### src/rtl/rgbtg_pkg.sv
package rgbtg_pkg;
  // Strobes from the counter control to the output datapath, active high.
  typedef struct packed {
    logic hSync;
    logic vSync;
    logic active;
  } tgStrobes_t;
endpackage

### src/rtl/rgbtg_ctrl.sv
module rgbtg_ctrl
  import rgbtg_pkg::*;
#(
  parameter int H_SYNC = 10,
  parameter int H_BP   = 20,
  parameter int H_ACT  = 240,
  parameter int H_FP   = 10,
  parameter int V_SYNC = 2,
  parameter int V_BP   = 2,
  parameter int V_ACT  = 320,
  parameter int V_FP   = 4,
  parameter int X_W    = $clog2(H_ACT),
  parameter int Y_W    = $clog2(V_ACT)
) (
  input  logic           clk,
  input  logic           rst,
  output tgStrobes_t     strobes,
  output logic           pixReq,
  output logic [X_W-1:0] pixX,
  output logic [Y_W-1:0] pixY
);
  localparam int H_TOT = H_SYNC + H_BP + H_ACT + H_FP;
  localparam int V_TOT = V_SYNC + V_BP + V_ACT + V_FP;
  localparam int HC_W  = $clog2(H_TOT);
  localparam int VC_W  = $clog2(V_TOT);
  localparam logic [HC_W-1:0] H_LAST = HC_W'(H_TOT - 1);
  localparam logic [HC_W-1:0] H_SE   = HC_W'(H_SYNC);
  localparam logic [HC_W-1:0] H_AS   = HC_W'(H_SYNC + H_BP);
  localparam logic [HC_W-1:0] H_AE   = HC_W'(H_SYNC + H_BP + H_ACT);
  localparam logic [VC_W-1:0] V_LAST = VC_W'(V_TOT - 1);
  localparam logic [VC_W-1:0] V_SE   = VC_W'(V_SYNC);
  localparam logic [VC_W-1:0] V_AS   = VC_W'(V_SYNC + V_BP);
  localparam logic [VC_W-1:0] V_AE   = VC_W'(V_SYNC + V_BP + V_ACT);
  localparam logic [X_W-1:0]  X_MAX  = X_W'(H_ACT - 1);
  localparam logic [Y_W-1:0]  Y_MAX  = Y_W'(V_ACT - 1);

  logic [HC_W-1:0] hCnt;
  logic [VC_W-1:0] vCnt;
  logic hSyncOn, vSyncOn, hActOn, vActOn, lineAct;

  // Counter zero is the first cycle of the frame sync pulse.
  always_ff @(posedge clk) begin
    if (rst) begin
      hCnt <= '0;
      vCnt <= '0;
    end else if (hCnt == H_LAST) begin
      hCnt <= '0;
      vCnt <= (vCnt == V_LAST) ? '0 : vCnt + 1'b1;
    end else begin
      hCnt <= hCnt + 1'b1;
    end
  end

  always_comb begin
    hSyncOn = (hCnt < H_SE);
    vSyncOn = (vCnt < V_SE);
    hActOn  = (hCnt >= H_AS) && (hCnt < H_AE);
    vActOn  = (vCnt >= V_AS) && (vCnt < V_AE);
    lineAct = hActOn && vActOn;
  end

  // First pipeline stage: request and coordinates lead the panel outputs by one cycle.
  always_ff @(posedge clk) begin
    if (rst) begin
      strobes <= '0;
      pixX    <= '0;
      pixY    <= '0;
    end else begin
      strobes <= '{hSync: hSyncOn, vSync: vSyncOn, active: lineAct};
      pixX    <= lineAct ? X_W'(hCnt - H_AS) : '0;
      pixY    <= lineAct ? Y_W'(vCnt - V_AS) : '0;
    end
  end

  assign pixReq = strobes.active;


  hcnt_range_chk: assert property (@(posedge clk) disable iff (rst) hCnt <= H_LAST);


  vcnt_hold_chk: assert property (@(posedge clk) disable iff (rst)
    (hCnt != H_LAST) |=> $stable(vCnt));


  coord_range_chk: assert property (@(posedge clk) disable iff (rst)
    pixReq |-> (pixX <= X_MAX) && (pixY <= Y_MAX));
endmodule

### src/rtl/rgbtg_dp.sv
module rgbtg_dp
  import rgbtg_pkg::*;
#(
  parameter int COLOR_W = 24
) (
  input  logic               clk,
  input  logic               rst,
  input  tgStrobes_t         strobesIn,
  input  logic [COLOR_W-1:0] pixData,
  output logic               hSyncN,
  output logic               vSyncN,
  output logic               dataEn,
  output logic [COLOR_W-1:0] rgbOut
);
  // Second pipeline stage: panel-facing sync and enable.
  always_ff @(posedge clk) begin
    if (rst) begin
      hSyncN <= 1'b1;
      vSyncN <= 1'b1;
      dataEn <= 1'b0;
    end else begin
      hSyncN <= ~strobesIn.hSync;
      vSyncN <= ~strobesIn.vSync;
      dataEn <= strobesIn.active;
    end
  end

  assign rgbOut = dataEn ? pixData : '0;


  de_outside_sync_chk: assert property (@(posedge clk) disable iff (rst)
    dataEn |-> (hSyncN && vSyncN));


  vs_with_hs_chk: assert property (@(posedge clk) disable iff (rst)
    $fell(vSyncN) |-> !hSyncN);
endmodule

### src/rtl/rgb_panel_timing.sv
module rgb_panel_timing
  import rgbtg_pkg::*;
#(
  parameter int H_SYNC  = 10,
  parameter int H_BP    = 20,
  parameter int H_ACT   = 240,
  parameter int H_FP    = 10,
  parameter int V_SYNC  = 2,
  parameter int V_BP    = 2,
  parameter int V_ACT   = 320,
  parameter int V_FP    = 4,
  parameter int COLOR_W = 24,
  parameter int X_W     = $clog2(H_ACT),
  parameter int Y_W     = $clog2(V_ACT)
) (
  input  logic               clk,
  input  logic               rst,
  input  logic [COLOR_W-1:0] pixData,
  output logic               dotClkOut,
  output logic               hSyncN,
  output logic               vSyncN,
  output logic               dataEn,
  output logic [COLOR_W-1:0] rgbOut,
  output logic               pixReq,
  output logic [X_W-1:0]     pixX,
  output logic [Y_W-1:0]     pixY
);
  tgStrobes_t strobes;

  // panel samples on the inverted clock, mid-way through each output cycle.
  assign dotClkOut = ~clk;

  rgbtg_ctrl #(
    .H_SYNC(H_SYNC), .H_BP(H_BP), .H_ACT(H_ACT), .H_FP(H_FP),
    .V_SYNC(V_SYNC), .V_BP(V_BP), .V_ACT(V_ACT), .V_FP(V_FP),
    .X_W(X_W), .Y_W(Y_W)
  ) i_ctrl (
    .clk(clk), .rst(rst), .strobes(strobes),
    .pixReq(pixReq), .pixX(pixX), .pixY(pixY)
  );

  rgbtg_dp #(.COLOR_W(COLOR_W)) i_dp (
    .clk(clk), .rst(rst), .strobesIn(strobes), .pixData(pixData),
    .hSyncN(hSyncN), .vSyncN(vSyncN), .dataEn(dataEn), .rgbOut(rgbOut)
  );
endmodule

### config.mk
export PLATFORM = sky130hd
export DESIGN_NAME = rgb_panel_timing
export DESIGN_NICKNAME = d
export VERILOG_FILES = /design/src/rtl/rgbtg_pkg.sv /design/src/rtl/rgbtg_ctrl.sv /design/src/rtl/rgbtg_dp.sv /design/src/rtl/rgb_panel_timing.sv
export SDC_FILE = /design/constraint.sdc
export NUM_CORES = 1
export LEC_CHECK = 0
export ABC_AREA = 1
export ABC_CLOCK_PERIOD_IN_PS = 3400
export BUFFER_PORTS_ARGS = -buffer_cell sky130_fd_sc_hd__buf_2
export CORE_UTILIZATION = 55
export DETAILED_ROUTE_END_ITERATION = 8
export PLACE_DENSITY = 0.85
export SLEW_MARGIN = 20
export SYNTH_ARGS = -nofsm -noshare
export SYNTH_HDL_FRONTEND = slang
export SYNTH_SLANG_ARGS = --single-unit
### constraint.sdc
create_clock -name clk -period 3.4 [get_ports clk]
set_clock_uncertainty 0.15 [all_clocks]
set_input_delay 0 -clock clk [delete_from_list [all_inputs] [get_ports clk]]
set_output_delay 0 -clock clk [all_outputs]
set_load 0.01 [all_outputs]
# [After elaboration in Yosys (flattened, before gate mapping)]
# Cells that the tools add are included.
[classes] div=0 reduce_logical=5 eq_ne=2 n_addsub=4 n_mux=2 shifts=0 n_bitwise=4 magnitude_cmp=6 multipliers=0
[op_table] operator="24-bit two-way mux" count=1
[op_table] operator="9-bit by 1-bit adder with 9-bit output, second input constant" count=2
[op_table] operator="9-bit equality test, second input constant" count=2
[op_table] operator="9-bit less-than comparator, second input constant" count=2
[op_table] operator="9-bit by 3-bit >= comparator with 1-bit output, second input constant" count=1
[op_table] operator="9-bit by 5-bit >= comparator with 1-bit output, second input constant" count=1
[op_table] operator="9-bit by 2-bit less-than comparator with 1-bit output, second input constant" count=1
[op_table] operator="9-bit by 4-bit less-than comparator with 1-bit output, second input constant" count=1
[op_table] operator="9-bit two-way mux" count=1
[op_table] operator="9-bit by 3-bit subtractor with 9-bit output, second input constant" count=1
[op_table] operator="8-bit by 5-bit subtractor with 8-bit output, second input constant" count=1
[op_table] operator="1-bit NOT" count=4
[op_table] operator="2-bit OR reduction" count=2
[op_table] operator="1-bit logical AND" count=3
[totals] ram_bits=0 inputBits=26 latchBits=0 out_inout_bits=46 regBits=41 elab_cells=33 mem_bits_ro=0 n_memories=0

# [Depth between registers and ports, before layout]
[depth] depth_word=5 ltp_mapped=9

# [Hierarchy]
# From an unflattened synthesis, not the netlist that was laid out.
[hier_totals] hier_cells=326 hier_area_um2=2168.3
[by_module_without_submodules] module="rgbtg_ctrl" cells_each=267 seq_area_each_um2=760.7 area_each_um2=1883.1 instances=1
[by_module_without_submodules] module="rgbtg_dp" cells_each=58 seq_area_each_um2=60.1 area_each_um2=281.5 instances=1
[by_module_without_submodules] module="rgb_panel_timing" cells_each=1 seq_area_each_um2=0.0 area_each_um2=3.8 instances=1

==> impl_metrics.yaml <==
sta:
  tightest_slew_ps: 708.6
  hold_viol: 0
  rsz0062_at_grt: "no"
  setup_viol: 0
  tns_ps: 0
  slew-limit-headroom: 0.5270
  final_max_slew_viol_count: 0
  worst_hold_slack_ps: 113.6
setup_path:
  worstSetupStartpointType: "clock port"
  crit_required_ps: 3250
  setup.worst_path.end_class: "output pin"
  max_stage_delay_ps: 160
  worst-path-buf-inv: 4
  cp_slowest_cell: "clkbuf_8"
  crit_path_max_fanout: 11
  r2r-start: "i_ctrl.hCnt[1]$_SDFF_PP0_"
  crit_family: "buffers and inverters"
  crit_chain: "clkbuf_8 -> clkbuf_8 -> inv_1 -> buf_2"
  crit_type: "clk -> out"
  path_common_cell: "clkbuf_8"
  startpoint: "clk"
  arrival_ps: 2160
logic_synthesis:
  synthMuxAreaShare: 0
  synth-simple-area-share: 0.3667
  syn_area_per_cell_um2: 7.026
  synth_top_family_by_area: "simple AND/OR/NAND/NOR gates"
  ys_warn_count: 0
  synth_area_um2: 2248
  synth-edff-count: 0
  syn_inst: 320
  synth_seq_area_share: 0.3651
  ys_ff_latch: 41
  synth_flop_cell: "dfxtp_1"
  synth_compound_area_frac: 0.03561
  synth_nets: 354
  synthArstFlopShare: 0
  synth_xor_xnor_area_share: 0.04285
  yosysUniqueCellTypes: 31
  synthAdderAreaFrac: 0.04452
detailed_routing:
  postRouteAntennaNets: 0
  drt_first_pass_iters: 4
  wl_per_cell_um: 11.31
  drt-total-wl_um: 4977
  drt_iter0_drc: 74
  vias: 2111
  drc: 0
  post_drt_via_cell_ratio: 4.798
cts:
  cts_resized: 0
  cts_buffers: 5
  htree_levels: 2
  cts_tree: "built"
  cts_root_buf: "clkbuf_8"
  clk_latency_ps: 300
  postCtsSetupBuffers: 0
  clk_path_buf_depth: 2
power_and_ir_drop:
  p_int_mw: 0.6763
  p_clk_frac: 0.401
  switching_share: 0.2352
  combPwrFrac: 0.044
  switching_power_mw: 0.2080
  finalPower_mw: 0.8843
  powerDensity_nw_per_um2: 326.9
  p_leak_nw: 1.623
  vdd_ir_drop_max_uv: 264.3
  seqPwrFrac: 0.555
global_routing:
  grt_pass1_wl_um: 8245
  grt_pass1_vias: 1892
  gr-usage-all-layers: 0.2527
  globalRouteOverflowTotal: 0
  grt_max_degree: 26
  antenna_found_initial: 0
floorplanning:
  dieWidth_um: 65.94
  die_h_um: 65.94
  core_um2: 3799
  ioPinCount: 72
  die-area_um2: 4347
  rows: 22
  start_util: 0.5919
place:
  port_buffers: 71
  place_area_um2: 2600
  globalplace.congestion: 0.9618
  hpwl_um: 3837
final_layout:
  nets: 425
  final_common_cell: "nand2_1"
  layout-drive-gt1-share: 0.2806
  diodes: 0
  final_cell_mix: "nand2_1 (80), buf_2 (71), inv_1 (59), nor2_1 (45), dfxtp_1 (41)"
  final_core_util: 0.7121
  syn2layout_area_growth_pct: 20.31
  design_area_um2: 2705
min_path:
  hold_class: "in -> out"
  worstHoldStart: "pixData[13]"
job:
  maxCapViolCount: 0
outcome:
  status: "finished clean"
[sequential cells by signal (all words and copies together) (netlist names)]
name / cells
i_ctrl.strobes: 2
i_dp.hSyncN: 1
i_ctrl.vCnt: 9
i_ctrl.pixX: 8
i_ctrl.pixReq: 1
i_dp.vSyncN: 1
i_dp.dataEn: 1
i_ctrl.pixY: 9
i_ctrl.hCnt: 9
[final timing paths]
kind,end,slack (ps),cells past startpoint
setup / recovery,dotClkOut,1090,4
hold / removal,rgbOut[13],110,4
setup reg to reg,i_ctrl.vCnt[2]$_SDFFE_PP0P_,1410,8
hold reg to reg,i_dp.hSyncN$_SDFF_PP1_,220,1
[final cells by class]
class,instances,area (um^2)
Sequential cell,41,820.8
Clock inverter,3,16.27
Inverter,66,259.0
Fill cell,324,1094
Tap cell,48,60.06
Clock buffer,7,87.58
Multi-Input combinational cell,204,1101
Timing Repair Buffer,71,360.3
[Yosys cell counts, drive strengths merged (2+ instances only)]
master / count / share of area
dfxtp: 41 / 0.37
nand4: 2 / 0.0056
a21oi: 4 / 0.0089
nand3: 20 / 0.062
nor3: 4 / 0.0089
clkbuf: 2 / 0.0033
nor2: 59 / 0.14
xor2: 8 / 0.031
inv: 66 / 0.11
xnor2: 3 / 0.012
buf: 6 / 0.025
o21ai: 8 / 0.023
nor4: 3 / 0.0083
nand2: 83 / 0.14
ha: 8 / 0.045
[tightest hold or removal path: stages]
cell     delay [ps]
buf_2            70
nand2_1          40
inv_1            40
buf_2           110
[metal layers]
layer | wire, um | global-route usage
met1 | 2098 | 0.3028
met2 | 2269 | 0.4311
met3 | 503 | 0.06034
met4 | 105 | 0.1011
met5 | 0 | 0
[kinds of logic (layout without fill, tap and decap cells)]
kind of cell | count (synthesis) | in the layout
adder cells (fa/ha/maj) | 8 | 8
flip-flops | 41 | 41
AND/OR/NAND/NOR | 172 | 172
buffers and inverters | 75 | 147
AO/OA/AOI/OAI | 13 | 13
XOR/XNOR | 11 | 11
[stage by stage]
| step | worst slack (ps) | std cells |
|---|---|---|
| 6_report | 1090 | 440 |
| 5_1_grt | 1071 | 440 |
| 4_1_cts | 1077 | 440 |
| 3_5_place_dp | 1416 | 431 |
| 3_3_place_gp | 1416 | 431 |
| 2_1_floorplan | 1479 | 320 |
[power by group through the flow]
stage / logic, mW / clock network (mW) / registers (mW)
final: 0.0390 / 0.355 / 0.491
after global routing: 0.0441 / 0.385 / 0.492
after CTS: 0.0389 / 0.365 / 0.490
after detailed placement: 0.0377 / 0.0214 / 0.502
after global placement: 0.0371 / 0.0214 / 0.502
after floorplan: 0.0172 / 0.0116 / 0.501
[timing repair]
item	in CTS	in global routing
endpoints found under the setup margin	0	0
hold buffers	1	0
endpoints found under the hold margin	7	0
Note: power is estimated with default switching activity, not from simulation.
